## config.mk

```make
export PLATFORM = sky130hd
export DESIGN_NAME = bank_cmd_guard
export DESIGN_NICKNAME = d
export VERILOG_FILES = /design/src/rtl/bank_guard_pkg.sv /design/src/rtl/wait_counter.sv /design/src/rtl/bank_tracker.sv /design/src/rtl/bus_turnaround.sv /design/src/rtl/bank_cmd_guard.sv
export SDC_FILE = /design/constraint.sdc
export NUM_CORES = 1
export LEC_CHECK = 0
export ABC_AREA = 1
export BUFFER_PORTS_ARGS = -buffer_cell sky130_fd_sc_hd__buf_2
export CAP_MARGIN = 10
export CORE_ASPECT_RATIO = 0.8
export CORE_MARGIN = 3
export CORE_UTILIZATION = 59
export CTS_BUF_LIST = sky130_fd_sc_hd__clkbuf_8
export DETAILED_ROUTE_END_ITERATION = 16
export PLACE_DENSITY = 0.77
export SLEW_MARGIN = 5
export SYNTH_ARGS = -nofsm -noshare
export SYNTH_HDL_FRONTEND = slang
export SYNTH_SLANG_ARGS = --single-unit
```

## constraint.sdc

```tcl
create_clock -name clk -period 5.3 [get_ports clk]
set_input_delay 0 -clock clk [delete_from_list [all_inputs] [get_ports clk]]
set_output_delay 0 -clock clk [all_outputs]
set_load 0.01 [all_outputs]
```

## src/rtl/bank_guard_pkg.sv

```systemverilog
package bank_guard_pkg;

  typedef enum logic [2:0] {
    CMD_ACT = 3'd0,
    CMD_RD  = 3'd1,
    CMD_WR  = 3'd2,
    CMD_WRA = 3'd3,
    CMD_PRE = 3'd4
  } guard_cmd_e;

  // Value loaded into a down-counter so that the blocked command is
  // first allowed exactly `cycles` cycles after the loading command.
  function automatic int wait_load(input int cycles);
    return (cycles > 1) ? cycles - 1 : 0;
  endfunction

  function automatic int max2(input int a, input int b);
    return (a > b) ? a : b;
  endfunction

endpackage

```

## src/rtl/wait_counter.sv

```systemverilog
module wait_counter #(
  parameter int CW = 3
) (
  input  logic          clk,
  input  logic          rst_n,
  input  logic          load,
  input  logic [CW-1:0] load_val,
  output logic          done
);
  logic [CW-1:0] cnt_q;

  always_ff @(posedge clk) begin
    if (!rst_n)         cnt_q <= '0;
    else if (load)      cnt_q <= load_val;
    else if (cnt_q != '0) cnt_q <= cnt_q - 1'b1;
  end

  assign done = (cnt_q == '0);
endmodule

```

## src/rtl/bank_tracker.sv

```systemverilog
module bank_tracker
  import bank_guard_pkg::*;
#(
  parameter int CW        = 3,
  parameter int T_RCD_RD  = 4,
  parameter int T_RCD_WR  = 2,
  parameter int T_RP      = 4,
  parameter int WR_TO_PRE = 4,
  parameter int T_DAL     = 7
) (
  input  logic clk,
  input  logic rst_n,
  input  logic ev_act,
  input  logic ev_wr,
  input  logic ev_wra,
  input  logic ev_pre,
  output logic open_o,
  output logic rd_ok,
  output logic wr_ok,
  output logic pre_ok,
  output logic act_ok
);
  localparam logic [CW-1:0] L_RCD_RD = CW'(wait_load(T_RCD_RD));
  localparam logic [CW-1:0] L_RCD_WR = CW'(wait_load(T_RCD_WR));
  localparam logic [CW-1:0] L_WR_PRE = CW'(wait_load(WR_TO_PRE));
  localparam logic [CW-1:0] L_RP     = CW'(wait_load(T_RP));
  localparam logic [CW-1:0] L_DAL    = CW'(wait_load(T_DAL));

  logic open_q;
  logic act_load;
  logic [CW-1:0] act_val;

  always_ff @(posedge clk) begin
    if (!rst_n)                 open_q <= 1'b0;
    else if (ev_act)            open_q <= 1'b1;
    else if (ev_pre || ev_wra)  open_q <= 1'b0;
  end
  assign open_o = open_q;

  assign act_load = ev_pre || ev_wra;
  assign act_val  = ev_wra ? L_DAL : L_RP;

  wait_counter #(.CW(CW)) u_rcd_rd (.clk(clk), .rst_n(rst_n), .load(ev_act),
    .load_val(L_RCD_RD), .done(rd_ok));
  wait_counter #(.CW(CW)) u_rcd_wr (.clk(clk), .rst_n(rst_n), .load(ev_act),
    .load_val(L_RCD_WR), .done(wr_ok));
  wait_counter #(.CW(CW)) u_wr_pre (.clk(clk), .rst_n(rst_n), .load(ev_wr),
    .load_val(L_WR_PRE), .done(pre_ok));
  wait_counter #(.CW(CW)) u_act    (.clk(clk), .rst_n(rst_n), .load(act_load),
    .load_val(act_val), .done(act_ok));

  p_act_opens_r1: assert property (@(posedge clk) disable iff (!rst_n)
    ev_act |=> open_o);
  p_close_r1: assert property (@(posedge clk) disable iff (!rst_n)
    (ev_pre || ev_wra) |=> !open_o);

  generate
    if (T_RCD_RD > 1) begin : g_a_rd
      p_rcd_rd_r2: assert property (@(posedge clk) disable iff (!rst_n)
        ev_act |=> !rd_ok);
    end
    if (T_RCD_WR > 1) begin : g_a_wr
      p_rcd_wr_r3: assert property (@(posedge clk) disable iff (!rst_n)
        ev_act |=> !wr_ok);
    end
    if (WR_TO_PRE > 1) begin : g_a_pre
      p_wr_recovery_r4: assert property (@(posedge clk) disable iff (!rst_n)
        ev_wr |=> !pre_ok);
    end
    if (T_RP > 1) begin : g_a_rp
      p_rp_block_r5: assert property (@(posedge clk) disable iff (!rst_n)
        ev_pre |=> !act_ok);
    end
    if (T_DAL > 1) begin : g_a_dal
      p_dal_block_r6: assert property (@(posedge clk) disable iff (!rst_n)
        ev_wra |=> !act_ok);
    end
  endgenerate
endmodule

```

## src/rtl/bus_turnaround.sv

```systemverilog
module bus_turnaround
  import bank_guard_pkg::*;
#(
  parameter int CW       = 3,
  parameter int WR_BUSY  = 2,
  parameter int RD_TO_WR = 6
) (
  input  logic clk,
  input  logic rst_n,
  input  logic ev_any_wr,
  input  logic ev_any_rd,
  output logic rd_free,
  output logic wr_free
);
  localparam logic [CW-1:0] L_WBUSY = CW'(wait_load(WR_BUSY));
  localparam logic [CW-1:0] L_RD2WR = CW'(wait_load(RD_TO_WR));

  wait_counter #(.CW(CW)) u_wburst (.clk(clk), .rst_n(rst_n), .load(ev_any_wr),
    .load_val(L_WBUSY), .done(rd_free));
  wait_counter #(.CW(CW)) u_rdturn (.clk(clk), .rst_n(rst_n), .load(ev_any_rd),
    .load_val(L_RD2WR), .done(wr_free));

  generate
    if (WR_BUSY > 1) begin : g_a_wb
      p_no_rd_in_wburst_r7: assert property (@(posedge clk) disable iff (!rst_n)
        ev_any_wr |=> !rd_free);
    end
    if (RD_TO_WR > 1) begin : g_a_rw
      p_rd_to_wr_r8: assert property (@(posedge clk) disable iff (!rst_n)
        ev_any_rd |=> !wr_free);
    end
  endgenerate
endmodule

```

## src/rtl/bank_cmd_guard.sv

```systemverilog
module bank_cmd_guard
  import bank_guard_pkg::*;
#(
  parameter int NUM_BANKS = 4,
  parameter int BL        = 4,
  parameter int T_RCD_RD  = 4,
  parameter int T_RCD_WR  = 2,
  parameter int T_RP      = 4,
  parameter int T_WR      = 2,
  parameter int T_DAL     = 7,
  parameter int CL        = 4
) (
  input  logic                         clk,
  input  logic                         rst_n,
  input  logic                         req_valid,
  input  logic [2:0]                   req_cmd,
  input  logic [$clog2(NUM_BANKS)-1:0] req_bank,
  output logic                         grant,
  output logic                         stall,
  output logic                         illegal,
  output logic [NUM_BANKS-1:0]         bank_open
);
  localparam int WR_TO_PRE = BL / 2 + T_WR;
  localparam int WR_BUSY   = BL / 2;
  localparam int RD_TO_WR  = CL + BL / 2;
  localparam int MAXT = max2(max2(max2(T_RCD_RD, T_RCD_WR), max2(T_RP, T_DAL)),
                             max2(max2(WR_TO_PRE, WR_BUSY), RD_TO_WR));
  localparam int CW = $clog2(MAXT + 1);

  logic [NUM_BANKS-1:0] rd_ok, wr_ok, pre_ok, act_ok, sel;
  logic rd_free, wr_free;
  logic is_act, is_rd, is_wr, is_wra, is_pre, tgt_open, legal, timing_ok;

  assign is_act = (req_cmd == CMD_ACT);
  assign is_rd  = (req_cmd == CMD_RD);
  assign is_wr  = (req_cmd == CMD_WR);
  assign is_wra = (req_cmd == CMD_WRA);
  assign is_pre = (req_cmd == CMD_PRE);
  assign tgt_open = bank_open[req_bank];

  always_comb begin
    legal = 1'b0;
    if (is_act)                      legal = !tgt_open;
    else if (is_rd || is_wr || is_wra) legal = tgt_open;
    else if (is_pre)                 legal = 1'b1;
  end

  always_comb begin
    timing_ok = 1'b0;
    if (is_act)               timing_ok = act_ok[req_bank];
    else if (is_rd)           timing_ok = rd_ok[req_bank] && rd_free;
    else if (is_wr || is_wra) timing_ok = wr_ok[req_bank] && wr_free;
    else if (is_pre)          timing_ok = pre_ok[req_bank];
  end

  assign grant   = req_valid && legal && timing_ok;
  assign stall   = req_valid && legal && !timing_ok;
  assign illegal = req_valid && !legal;

  generate
    for (genvar b = 0; b < NUM_BANKS; b++) begin : g_bank
      assign sel[b] = grant && (req_bank == b);
      bank_tracker #(
        .CW(CW), .T_RCD_RD(T_RCD_RD), .T_RCD_WR(T_RCD_WR),
        .T_RP(T_RP), .WR_TO_PRE(WR_TO_PRE), .T_DAL(T_DAL)
      ) u_trk (
        .clk(clk), .rst_n(rst_n),
        .ev_act(sel[b] && is_act),
        .ev_wr(sel[b] && is_wr),
        .ev_wra(sel[b] && is_wra),
        .ev_pre(sel[b] && is_pre && bank_open[b]),
        .open_o(bank_open[b]),
        .rd_ok(rd_ok[b]), .wr_ok(wr_ok[b]),
        .pre_ok(pre_ok[b]), .act_ok(act_ok[b])
      );
    end
  endgenerate

  bus_turnaround #(.CW(CW), .WR_BUSY(WR_BUSY), .RD_TO_WR(RD_TO_WR)) u_bus (
    .clk(clk), .rst_n(rst_n),
    .ev_any_wr(grant && (is_wr || is_wra)),
    .ev_any_rd(grant && is_rd),
    .rd_free(rd_free), .wr_free(wr_free)
  );

  p_closed_never_granted_r9: assert property (@(posedge clk) disable iff (!rst_n)
    (req_valid && (is_rd || is_wr || is_wra) && !bank_open[req_bank]) |-> !grant);
  p_open_act_refused_r9: assert property (@(posedge clk) disable iff (!rst_n)
    (req_valid && is_act && bank_open[req_bank]) |=> $stable(bank_open));
  p_verdict_exclusive_r12: assert property (@(posedge clk) disable iff (!rst_n)
    $onehot0({grant, stall, illegal}));
  p_quiet_when_idle_r12: assert property (@(posedge clk) disable iff (!rst_n)
    !req_valid |-> !(grant || stall || illegal));
endmodule

```

==> key figures <==
Power
  – PD cells: 583.4 nW/um^2
  – VDD IR-drop max: 0.0003466 V
  – Leak Pwr: 1.912 nW
  – Tot Pwr: 2.196 mW

Yosys
  – Ys async rst share: 0%
  – Register area share after synthesis: 33.53%
  – Flops & latches, synth: 58
  – Post-synth net total: 519
  – Distinct cells, synth: 28
  – Mapped cell area: 3463 um^2
  – Prevailing post-synth register cell: dfxtp_1
  – Post-synth EDFFs: 0
  – Count leader, synth: nand2_1
  – Cells after Synth: 474
  – Avg Cell Area, Syn: 7.307 um^2
  – Dominant cell type by area after synthesis: dfxtp_1
  – Yosys warnings: 0
  – Synth area leaders: dfxtp_1 34%, ha_1 13%, nand2_1 12%
  – Most frequent cells after synthesis: 114 x nand2_1, 78 x inv_1, 58 x dfxtp_1
  – Yosys top cell area share: 33.53%

Timing
  – Setup_tns: 0 ns
  – Worst slew margin: 30.06%
  – Fmax: 399.3 MHz
  – Setup violators final: 0
  – Least-Margin Pin Slew: 1.048 ns
  – Period utilisation layout: 47.25%
  – Pins Over Slew Limit: 0
  – Skew final: 0.006298 ns
  – WHS: 0.08032 ns
  – RSZ-0062 raised after global routing: false
  – Setup WS post-layout: 2.796 ns
  – Hold Violations, Final: 0
  – Minimum clock period: 2.504 ns

Critical path
  – CP startpoint kind: register
  – Required time worst endpoint: 5.48 ns
  – Crit-path max FO: 11
  – CP endpoint kind: register
  – Critical Path AT: 2.68 ns
  – Kind of critical path: reg2reg

Clock network
  – Clock Latency Late Sink: 0.34 ns
  – CTS Buf Count: 9
  – Root buffer cell: clkbuf_8
  – Clock sink count: 58
  – # H-tree levels: 3
  – Post-CTS sizing: 0
  – # hold bufs at CTS: 0
  – Postcts setup bufs: 0
  – Reg clk slew, reported paths: 0.06 ns
  – Max Root-Sink Buffers: 2
  – CTS tree: done

Final layout
  – Fraction of layout cells with a size suffix above 1: 12.37%
  – Area Overhead vs Synth: 8.707%
  – Final Util: 67.77%
  – Ant diodes: 0
  – Final #Nets: 534
  – Final Cell Area: 3765 um^2
  – Final Non-Filler Cells: 571

Floorplan
  – Row cnt: 24
  – Initial core utilization: 62.34%
  – Boundary pin count: 15
  – Die Area: 6831 um^2
  – Die Y-Extent: 74.53 um
  – Die Wd: 91.66 um
  – Core area: 5555 um^2

Global route
  – Overall global routing resource usage: 21.20%
  – First-pass GRT wire length: 11,370 um
  – Largest net degree at the start of global routing: 31
  – Total grt overflow: 0
  – Number of global-route vias before repair: 2,608
  – Initial antenna violation count: 0

Place
  – GP Congestion: 0.8241
  – Place WS: 2.821 ns
  – I/O Buffers: 14
  – Half-perimeter wire length after placement: 5023 um
  – Placed instance area: 3561 um^2
  – Dpl cells: 556

Route
  – Iteration count of the initial detailed-routing pass: 4
  – WL/cell: 11.72 um
  – ANT nets after route: 0
  – Starting DRT DRC Count: 125
  – Final wirelength: 6693 um
  – Vias: 2,834
  – Drt drc: 0
  – Vias per Instance: 4.963

Min path
  – HP Class: in2reg

Run status
  – Status: finished, final reports clean

Run
  – Max-Cap Viols: 0
[critical path, stage by stage (launching register included)]
cell     delay, ns
dfxtp_1       0.32
inv_1         0.08
ha_1          0.14
inv_1         0.03
nor2_1        0.27
nor2_1        0.08
nor2_1        0.11
nand2_1       0.07
nand2_2       0.08
nor2_4        0.05
nor2_2        0.56
nand3_1       0.33
nand3_1       0.15
a21oi_1       0.07
[worst paths after layout]
check | startpoint | to | cells after the start | slack [ns]
worst min register to register | u_bus.u_rdturn.cnt_q[1]$_SDFFE_PP0P_ | u_bus.u_rdturn.cnt_q[1]$_SDFFE_PP0P_ | 2 | 0.50
worst min-delay path | req_cmd[2] | u_bus.u_wburst.cnt_q[0]$_SDFFE_PN0P_ | 4 | 0.08
worst max-delay path | g_bank[1].u_trk.u_rcd_wr.cnt_q[0]$_SDFFE_PN0P_ | g_bank[1].u_trk.open_o$_SDFFE_PN0P_ | 13 | 2.80
worst max register to register | g_bank[1].u_trk.u_rcd_wr.cnt_q[0]$_SDFFE_PN0P_ | g_bank[1].u_trk.open_o$_SDFFE_PN0P_ | 13 | 2.80
[where the power goes]
group	leakage, nW	internal, mW	total [mW]	switching [mW]
registers	0.481	0.626	0.716	0.0898
logic	1.32	0.427	1.06	0.636
clock network	0.110	0.250	0.417	0.167
[registers in the layout (all words and copies together), names as in the netlist]
| register | flops |
|---|---|
| u_bus.u_wburst.cnt_q | 3 |
| u_bus.u_rdturn.cnt_q | 3 |
| g_bank.u_trk.u_act.cnt_q | 12 |
| g_bank.u_trk.u_rcd_rd.cnt_q | 12 |
| g_bank.u_trk.u_rcd_wr.cnt_q | 12 |
| g_bank.u_trk.open_o | 4 |
| g_bank.u_trk.u_wr_pre.cnt_q | 12 |
[metal layers]
layer | GRT usage [%] | vias up | routed length [um]
met5 | 0 | - | 0
met4 | 6.856 | 0 | 82
met3 | 7.482 | 11 | 298
met2 | 37.33 | 49 | 3242
met1 | 24.49 | 1289 | 3069
li1 | - | 1485 | -
[layout by cell type, fill, tap and decap left out, drive strengths merged, types with 12 or more instances in the layout]
cell type,n
ha,37
xor2,26
buf,14
a21oi,37
clkbuf,12
o21ai,20
dfxtp,58
inv,82
nand2,127
nor2,47
nand3,16
[cell type report]
class                      count  area [um^2]
multi-input combinational    324         1923
fill                         493         1790
sequential                    58         1161
inverter                      82        309.0
clock buffer                  12        165.2
tap                           78        97.59
timing repair buffer          14        70.07
clock inverter                 3        38.79
[kinds of logic after synthesis]
kind of cell             Yosys count  synth area share (%)
buffers and inverters             92                 10.95
adder cells (fa/ha/maj)           37                 13.37
flip-flops                        58                 33.53
AO/OA/AOI/OAI                     59                 8.815
XOR/XNOR                          27                 6.828
AND/OR/NAND/NOR                  201                 26.52
Power figures use the tool's default switching activity.
